===== config.mk =====
export PLATFORM = sky130hd
export DESIGN_NAME = cmp_bytepat_unit
export DESIGN_NICKNAME = d
export VERILOG_FILES = /design/src/rtl/cmp_bytepat_unit.sv
export SDC_FILE = /design/constraint.sdc
export NUM_CORES = 1
export LEC_CHECK = 0
export ABC_AREA = 1
export BUFFER_PORTS_ARGS = -buffer_cell sky130_fd_sc_hd__buf_2
export CAP_MARGIN = 25
export CORE_MARGIN = 5
export CORE_UTILIZATION = 30
export CTS_CLUSTER_DIAMETER = 100
export DETAILED_ROUTE_END_ITERATION = 16
export SLEW_MARGIN = 15
export SYNTH_ARGS = -nofsm -noshare
export SYNTH_HDL_FRONTEND = slang
export SYNTH_SLANG_ARGS = --single-unit
export TNS_END_PERCENT = 30

===== constraint.sdc =====
create_clock -name clk -period 0.8 [get_ports clk]
set_input_delay 0.16 -clock clk [delete_from_list [all_inputs] [get_ports clk]]
set_output_delay 0.16 -clock clk [all_outputs]
set_load 0.05 [all_outputs]

===== src/rtl/cmp_bytepat_unit.sv =====
module cmp_bytepat_unit #(
  parameter int WIDTH   = 32,
  parameter bit REG_OUT = 1'b1
) (
  input  logic             clk,
  input  logic             rst_n,
  input  logic [2:0]       op,
  input  logic [WIDTH-1:0] a,
  input  logic [WIDTH-1:0] b,
  input  logic             carry_in,
  output logic [WIDTH-1:0] result,
  output logic             carry_out
);
  localparam int LANES = WIDTH / 8;
  localparam int MSB   = WIDTH - 1;

  logic [WIDTH-1:0] diff, cmp_s, cmp_u, lz, pat, res_c;
  logic [WIDTH:0]   sum;
  logic [LANES-1:0] lane_eq;
  logic             signs_differ, cout_c;

  assign diff         = b + ~a + WIDTH'(1);
  assign signs_differ = a[MSB] ^ b[MSB];
  assign cmp_s        = signs_differ ? {b[MSB], diff[MSB-1:0]} : diff;
  assign cmp_u        = signs_differ ? {a[MSB], diff[MSB-1:0]} : diff;

  assign sum    = {1'b0, a} + {1'b0, b} + {{WIDTH{1'b0}}, carry_in};
  assign cout_c = (op == 3'd2) & sum[WIDTH];

  always_comb begin
    lz = WIDTH'(WIDTH);
    for (int i = 0; i < WIDTH; i++)
      if (a[i]) lz = WIDTH'(WIDTH - 1 - i);
  end

  for (genvar k = 0; k < LANES; k++) begin : g_lane
    assign lane_eq[k] = a[MSB-8*k -: 8] == b[MSB-8*k -: 8];
  end

  always_comb begin
    pat = '0;
    for (int k = LANES - 1; k >= 0; k--)
      if (lane_eq[k]) pat = WIDTH'(k + 1);
  end

  always_comb begin
    case (op)
      3'd0:    res_c = cmp_s;
      3'd1:    res_c = cmp_u;
      3'd2:    res_c = {{(WIDTH-1){1'b0}}, cout_c};
      3'd3:    res_c = lz;
      3'd4:    res_c = pat;
      default: res_c = '0;
    endcase
  end

  if (REG_OUT) begin : g_reg
    always_ff @(posedge clk or negedge rst_n) begin
      if (!rst_n) begin
        result    <= '0;
        carry_out <= 1'b0;
      end else begin
        result    <= res_c;
        carry_out <= cout_c;
      end
    end
  end else begin : g_comb
    assign result    = res_c;
    assign carry_out = cout_c;
  end
endmodule



==> flow_metrics.tcl, run 1 <==
set metrics [dict create \
    yosysMostFrequentCell "nand2_1" \
    power_switching_mw 3.14 \
    cts.path.max_buffers 2 \
    setup_viol_count_final 66 \
    critPathCaptureType "flip-flop" \
    timing.final.crit_share_pct 325 \
    dp_hpwl_um 10700 \
    grt_pass1_vias 4835 \
    syn_area_per_cell_um2 7.13 \
    clockRootBuffer "clkbuf_16" \
    synth.distinct_cells 42 \
    synth_edf_count 0 \
    io_buffers 102 \
    slew_viol_final 0 \
    drc_errors 0 \
    postRouteAntennaNets 0 \
    dr.pass1.iters 6 \
    dpl_cell_area_mm2 0.00585 \
    synth_top_area_share_pct 22.4 \
    synth_nets 654 \
    async_flop_share_pct 100 \
    sw_frac_of_total_pct 37.9 \
    syn-instance-count 518 \
    cts_tree "yes" \
    grt.total_usage_pct 18.2 \
    ys_ff_latch 33 \
    hold_viol_final 0 \
    area_growth_pct 83.5 \
    fin_ws_ns -1.80 \
    synth_flop_cell "dfrtp_1" \
    fmax_mhz 385 \
    violations "setup timing" \
    cts.reportedPaths.clkPinSlew_ns 0.06 \
    ys_top_cells_by_count "nand2_1, a21oi_1, inv_1" \
    h-tree-depth 2 \
    worstMarginPinSlew_ns 0.430 \
    core_mm2 0.0121 \
    fp-row-count 40 \
    max-slew-margin-rel_pct 71.2 \
    power-per-cell-area_mw_per_mm2 1220 \
    worst-path-max-fanout 4 \
    nFillCells 1084 \
    cts_sinks 33 \
    status "finished, violations left" \
    diodes 0 \
    initialDrtViolationCount 155 \
    tns_ns -41.59 \
    synth_largest_area_cell "dfrtp_1" \
    grt_overflow_total 0 \
    die_x_um 121 \
    final_cell_area_mm2 0.00677 \
    synth_seq_area_share_pct 22.4 \
    drive_above_1_share_pct 50.8 \
    seq_power_share_pct 22.6 \
    grt_max_degree 34 \
    syn_area_mm2 0.00369 \
    leakagePower_nw 3.58 \
    die-area_mm2 0.0146 \
    crit_type "input port to flip-flop" \
    io_pins 103 \
    grt_first_pass_wirelength_um 21700 \
    hp-class "input port to flip-flop" \
    p_int_mw 5.15 \
    cts_buffers 5 \
    critPathArrivalTime_ns 2.77 \
    initial_utilization_pct 30.6 \
    route.vias.total 4567 \
    gp_congestion 0.867 \
    utilization_pct 56.1 \
    finalCriticalPeriod_ns 2.60 \
    combPwrFrac_pct 54.0 \
    ir_drop_mv 0.660 \
    fin_nets 962 \
    wl_per_cell_um 13.4 \
    vias_per_cell 4.59 \
    antenna_found_initial 0 \
    yosysWarnings 0 \
    die_h_um 121 \
    wl_um 13300 \
    rsz0062_at_grt "true" \
    start_kind "input port" \
    maxCapViolCount 0 \
    crit_required_ns 0.97 \
    clkPwrFrac_pct 23.4 \
    synth.area.top_cells "dfrtp_1, ha_1, nand2_1, a21oi_1, inv_1" \
]
cell families (layout without fill, tap and decap cells):
| family | count (synthesis) | count (layout) | share of synthesized area (%) |
|---|---|---|---|
| compound gates | 148 | 148 | 24.3 |
| xor+xnor | 3 | 3 | 0.712 |
| fa+ha+maj | 66 | 66 | 23.0 |
| buf+inv | 86 | 394 | 8.81 |
| flops | 33 | 33 | 22.4 |
| simple gates | 182 | 182 | 20.8 |
cell usage in the layout, fill, tap and decap left out, types with 13 or more instances in the layout:
cell | synthesis | final
buf_4 | 0 | 195
nand2_1 | 95 | 86
inv_1 | 69 | 64
buf_2 | 2 | 64
ha_1 | 63 | 57
a21oi_1 | 70 | 51
buf_6 | 0 | 45
nor2_1 | 45 | 43
dfrtp_1 | 33 | 33
a21oi_2 | 7 | 23
o21ai_2 | 5 | 16
nand2_2 | 7 | 13
state kept, by name, indices dropped and copies added, names as in the netlist:
name,count
carry_out,1
result,32
worst paths after layout:
path | start | endpoint | slack, ns | cells past startpoint
worst max-delay path | b[2] | result[31] | -1.80 | 20
worst min-delay path | op[1] | result[8] | 0.22 | 4
max in group asynchronous | rst_n | result[30] | 0.25 | 3
min in group asynchronous | rst_n | result[16] | 0.37 | 3
routing by layer:
metal / track usage (%) / up-vias / routed length (µm) / part of all wire, %
met5: 0 / - / 0 / 0
met4: 5.67 / 0 / 315 / 2.4
met3: 2.14 / 24 / 384 / 2.9
met2: 35.2 / 92 / 7100 / 53
met1: 20.5 / 2099 / 5500 / 41
li1: - / 2352 / - / -
power by group through the flow:
stage,logic (mW),registers (mW),clock network [mW]
floorplan,1.46,2.33,0
detailed placement,3.73,1.87,0
global route,4.86,1.88,2.04
finish,4.48,1.87,1.94
global placement,3.67,1.86,0
CTS,4.23,1.87,1.97
metrics by stage:
stage,setup WS [ns],std cells,hold slack (ns),power (mW)
global placement,-2.00,965,0.137,5.53
global route,-2.04,994,0.266,8.78
CTS,-1.67,988,0.226,8.07
finish,-1.80,994,0.219,8.29
floorplan,-1.86,518,-0.136,3.78
detailed placement,-2.11,965,0.135,5.59
area by class of cell:
| cell class | count | area [µm²] | share of cell area [%] |
|---|---|---|---|
| multi-input combinational | 399 | 2900 | 42.8 |
| timing repair buffer | 308 | 2360 | 34.9 |
| sequential | 33 | 826 | 12.2 |
| inverter | 79 | 332 | 4.90 |
| tap | 168 | 210 | 3.10 |
| clock buffer | 7 | 143 | 2.11 |
what timing repair did:
| action | 4_1_cts | 5_1_grt |
|---|---|---|
| hold buffers | 1 | 0 |
| hold endpoints to repair | 33 | 0 |
| endpoints found under the setup margin | 66 | 66 |
| buffers inserted | 18 | 9 |
| pin swaps | 38 | 29 |
| resized for setup | 123 | 43 |
worst max-delay path: stages:
cell      delay [ns]
buf_2           0.12
ha_4            0.29
nand3_1         0.09
nand2_2         0.08
nand2_2         0.07
nand2_2         0.07
a21oi_2         0.07
o21ai_2         0.19
a21oi_2         0.10
o21ai_2         0.19
a21oi_2         0.09
o21ai_2         0.18
a21boi_2        0.09
o21ai_2         0.17
a21oi_2         0.09
nor2_2          0.11
a21oi_2         0.10
fa_2            0.36
nand3_2         0.09
o21ai_2         0.05
(Power assumes the default switching activity.)
==> run 2: changes to the inputs <==
==> constraint.sdc (replaced) <==
create_clock -name clk -period 0.8 [get_ports clk]
set_input_delay 0.12 -clock clk [delete_from_list [all_inputs] [get_ports clk]]
set_output_delay 0.12 -clock clk [all_outputs]
set_load 0.05 [all_outputs]
==> run 2 against run 1 <==
Compared with the run above:
- the run still ends with setup timing left
- via count up 0.31%
- critical endpoint unchanged
- non-clock buffer count is the same
- clock power barely moved
- combinational power about the same
- worst setup slack better by 0.038 ns
- hold slack worse by 0.040 ns
- core utilization unchanged
==> flow_metrics.tcl, run 2 (same netlist as run 1, synthesis figures left out) <==
set metrics [dict create \
    wl_per_cell_um 13.4 \
    worstMarginPinSlew_ns 0.430 \
    leakagePower_nw 3.58 \
    startpoint "b[2]" \
    slew_viol_final 0 \
    maxCapViolCount 0 \
    max_stage_delay_ns 0.36 \
    fp-row-count 40 \
    drc_errors 0 \
    status "finished, violations left" \
    grt_first_pass_wirelength_um 21700 \
    fmax_mhz 390 \
    cts_tree "yes" \
    die-area_mm2 0.0146 \
    vias_per_cell 4.61 \
    utilization_pct 56.1 \
    grt_max_degree 34 \
    route.vias.total 4581 \
    crit_slowest_cell "fa_2" \
    critPathArrivalTime_ns 2.74 \
    clockRootBuffer "clkbuf_16" \
    fin_nets 962 \
    crit_required_ns 0.97 \
    wl_um 13300 \
    worstSetupEndpoint "result[31]" \
    finalCriticalPeriod_ns 2.56 \
    initial_utilization_pct 30.6 \
    most-common-layout-cells "buf_4, nand2_1, inv_1, buf_2, ha_1" \
    power-per-cell-area_mw_per_mm2 1220 \
    violations "setup timing" \
    core_mm2 0.0121 \
    crit_chain "buf_2 > ha_4 > nand3_1 > nand2_2 > nand2_2 > nand2_2 > a21oi_2 > o21ai_2 > a21oi_2 > o21ai_2 > a21oi_2 > o21ai_2 > a21boi_2 > o21ai_2 > a21oi_2 > nor2_2 > a21oi_2 > fa_2 > nand3_2 > o21ai_2" \
    die_x_um 121 \
    cts_buffers 5 \
    rsz0062_at_grt "true" \
    finalPower_mw 8.29 \
    grt_overflow_total 0 \
    initialDrtViolationCount 155 \
    layout_commonest_cell "buf_4" \
    h-tree-depth 2 \
    dp_hpwl_um 10700 \
    top_register "result" \
    postRouteAntennaNets 0 \
    cts.reportedPaths.clkPinSlew_ns 0.06 \
    dpl_cell_area_mm2 0.00585 \
    timing.final.crit_share_pct 320 \
    max-slew-margin-rel_pct 71.2 \
    die_h_um 121 \
    drive_above_1_share_pct 50.8 \
    area_growth_pct 83.5 \
    hp-class "input port to flip-flop" \
    grt_pass1_vias 4835 \
    largest_registers "result: 32 flops, carry_out: 1 flops" \
    fin_ws_ns -1.76 \
    dr.pass1.iters 6 \
    final_cell_area_mm2 0.00677 \
    antenna_found_initial 0 \
    worst-path-max-fanout 4 \
    cts.path.max_buffers 2 \
    crit_type "input port to flip-flop" \
    io_pins 103 \
    cts_sinks 33 \
    io_buffers 102 \
    grt.total_usage_pct 18.2 \
    ir_drop_mv 0.660 \
    start_kind "input port" \
    gp_congestion 0.867 \
    setup_viol_count_final 66 \
    critPathCaptureType "flip-flop" \
    hold_viol_final 0 \
    largest_register_ff_count 32 \
    diodes 0 \
]
[run 2: cell counts in the layout (fill, tap and decap cells not counted)]
No cell type changed its count.
[run 2: how the worst min path moves through the flow]
stage | start | end | slack [ns] | cells after the start
3_5_place_dp | rst_n | result[16] | 0.1 | 2
5_1_grt | op[1] | result[8] | 0.23 | 4
4_1_cts | op[1] | result[8] | 0.19 | 4
6_report | op[1] | result[8] | 0.18 | 4
2_1_floorplan | rst_n | carry_out | -0.18 | 0
3_3_place_gp | rst_n | result[17] | 0.1 | 2
[run 2: worst max-delay path: cells and delay by family]
kind / cells / cell delay, ns
adder cells (fa/ha/maj): 2 / 0.65
AO/OA/AOI/OAI: 11 / 1.33
AND/OR/NAND/NOR: 6 / 0.51
buffers and inverters: 1 / 0.12
[run 2: final cells by class]
class | instances | area (µm²)
multi-input cells | 399 | 2900
repair buffers | 308 | 2360
inverters | 79 | 332
clock buffers | 7 | 143
well taps | 168 | 210
flip-flops and latches | 33 | 826
fillers | 1083 | 5290
[run 2: per-layer routing]
metal	wire (µm)	part of all wire [%]	up-vias	GRT usage (%)
met5	0	0	-	0
met2	7090	53	100	35.2
met3	407	3.1	26	2.14
met1	5500	41	2103	20.5
met4	325	2.4	0	5.67
li1	-	-	2352	-
[run 2: what timing repair did]
item,in CTS,in global routing
setup endpoints to repair,66,66
endpoints found under the hold margin,33,0
setup buffers,18,9
hold buffers,1,0
gates resized for setup,123,43
pin swaps,38,29
[run 2: power breakdown]
| part | internal (mW) | total, mW | leakage (nW) | switching, mW |
|---|---|---|---|---|
| combinational | 2.12 | 4.48 | 3.07 | 2.36 |
| sequential | 1.80 | 1.87 | 0.443 | 0.0695 |
| clock | 1.22 | 1.94 | 0.0700 | 0.717 |
| total | 5.15 | 8.29 | 3.58 | 3.14 |
[run 2: stage by stage]
step | cells | setup TNS [ns] | setup slack [ns] | hold slack [ns]
after floorplan | 518 | -30.60 | -1.82 | -0.176
after global placement | 965 | -43.34 | -1.96 | 0.0968
after detailed placement | 965 | -44.81 | -2.07 | 0.0955
after CTS | 988 | -37.29 | -1.63 | 0.186
after global routing | 994 | -44.19 | -2.00 | 0.226
final | 994 | -38.98 | -1.76 | 0.179
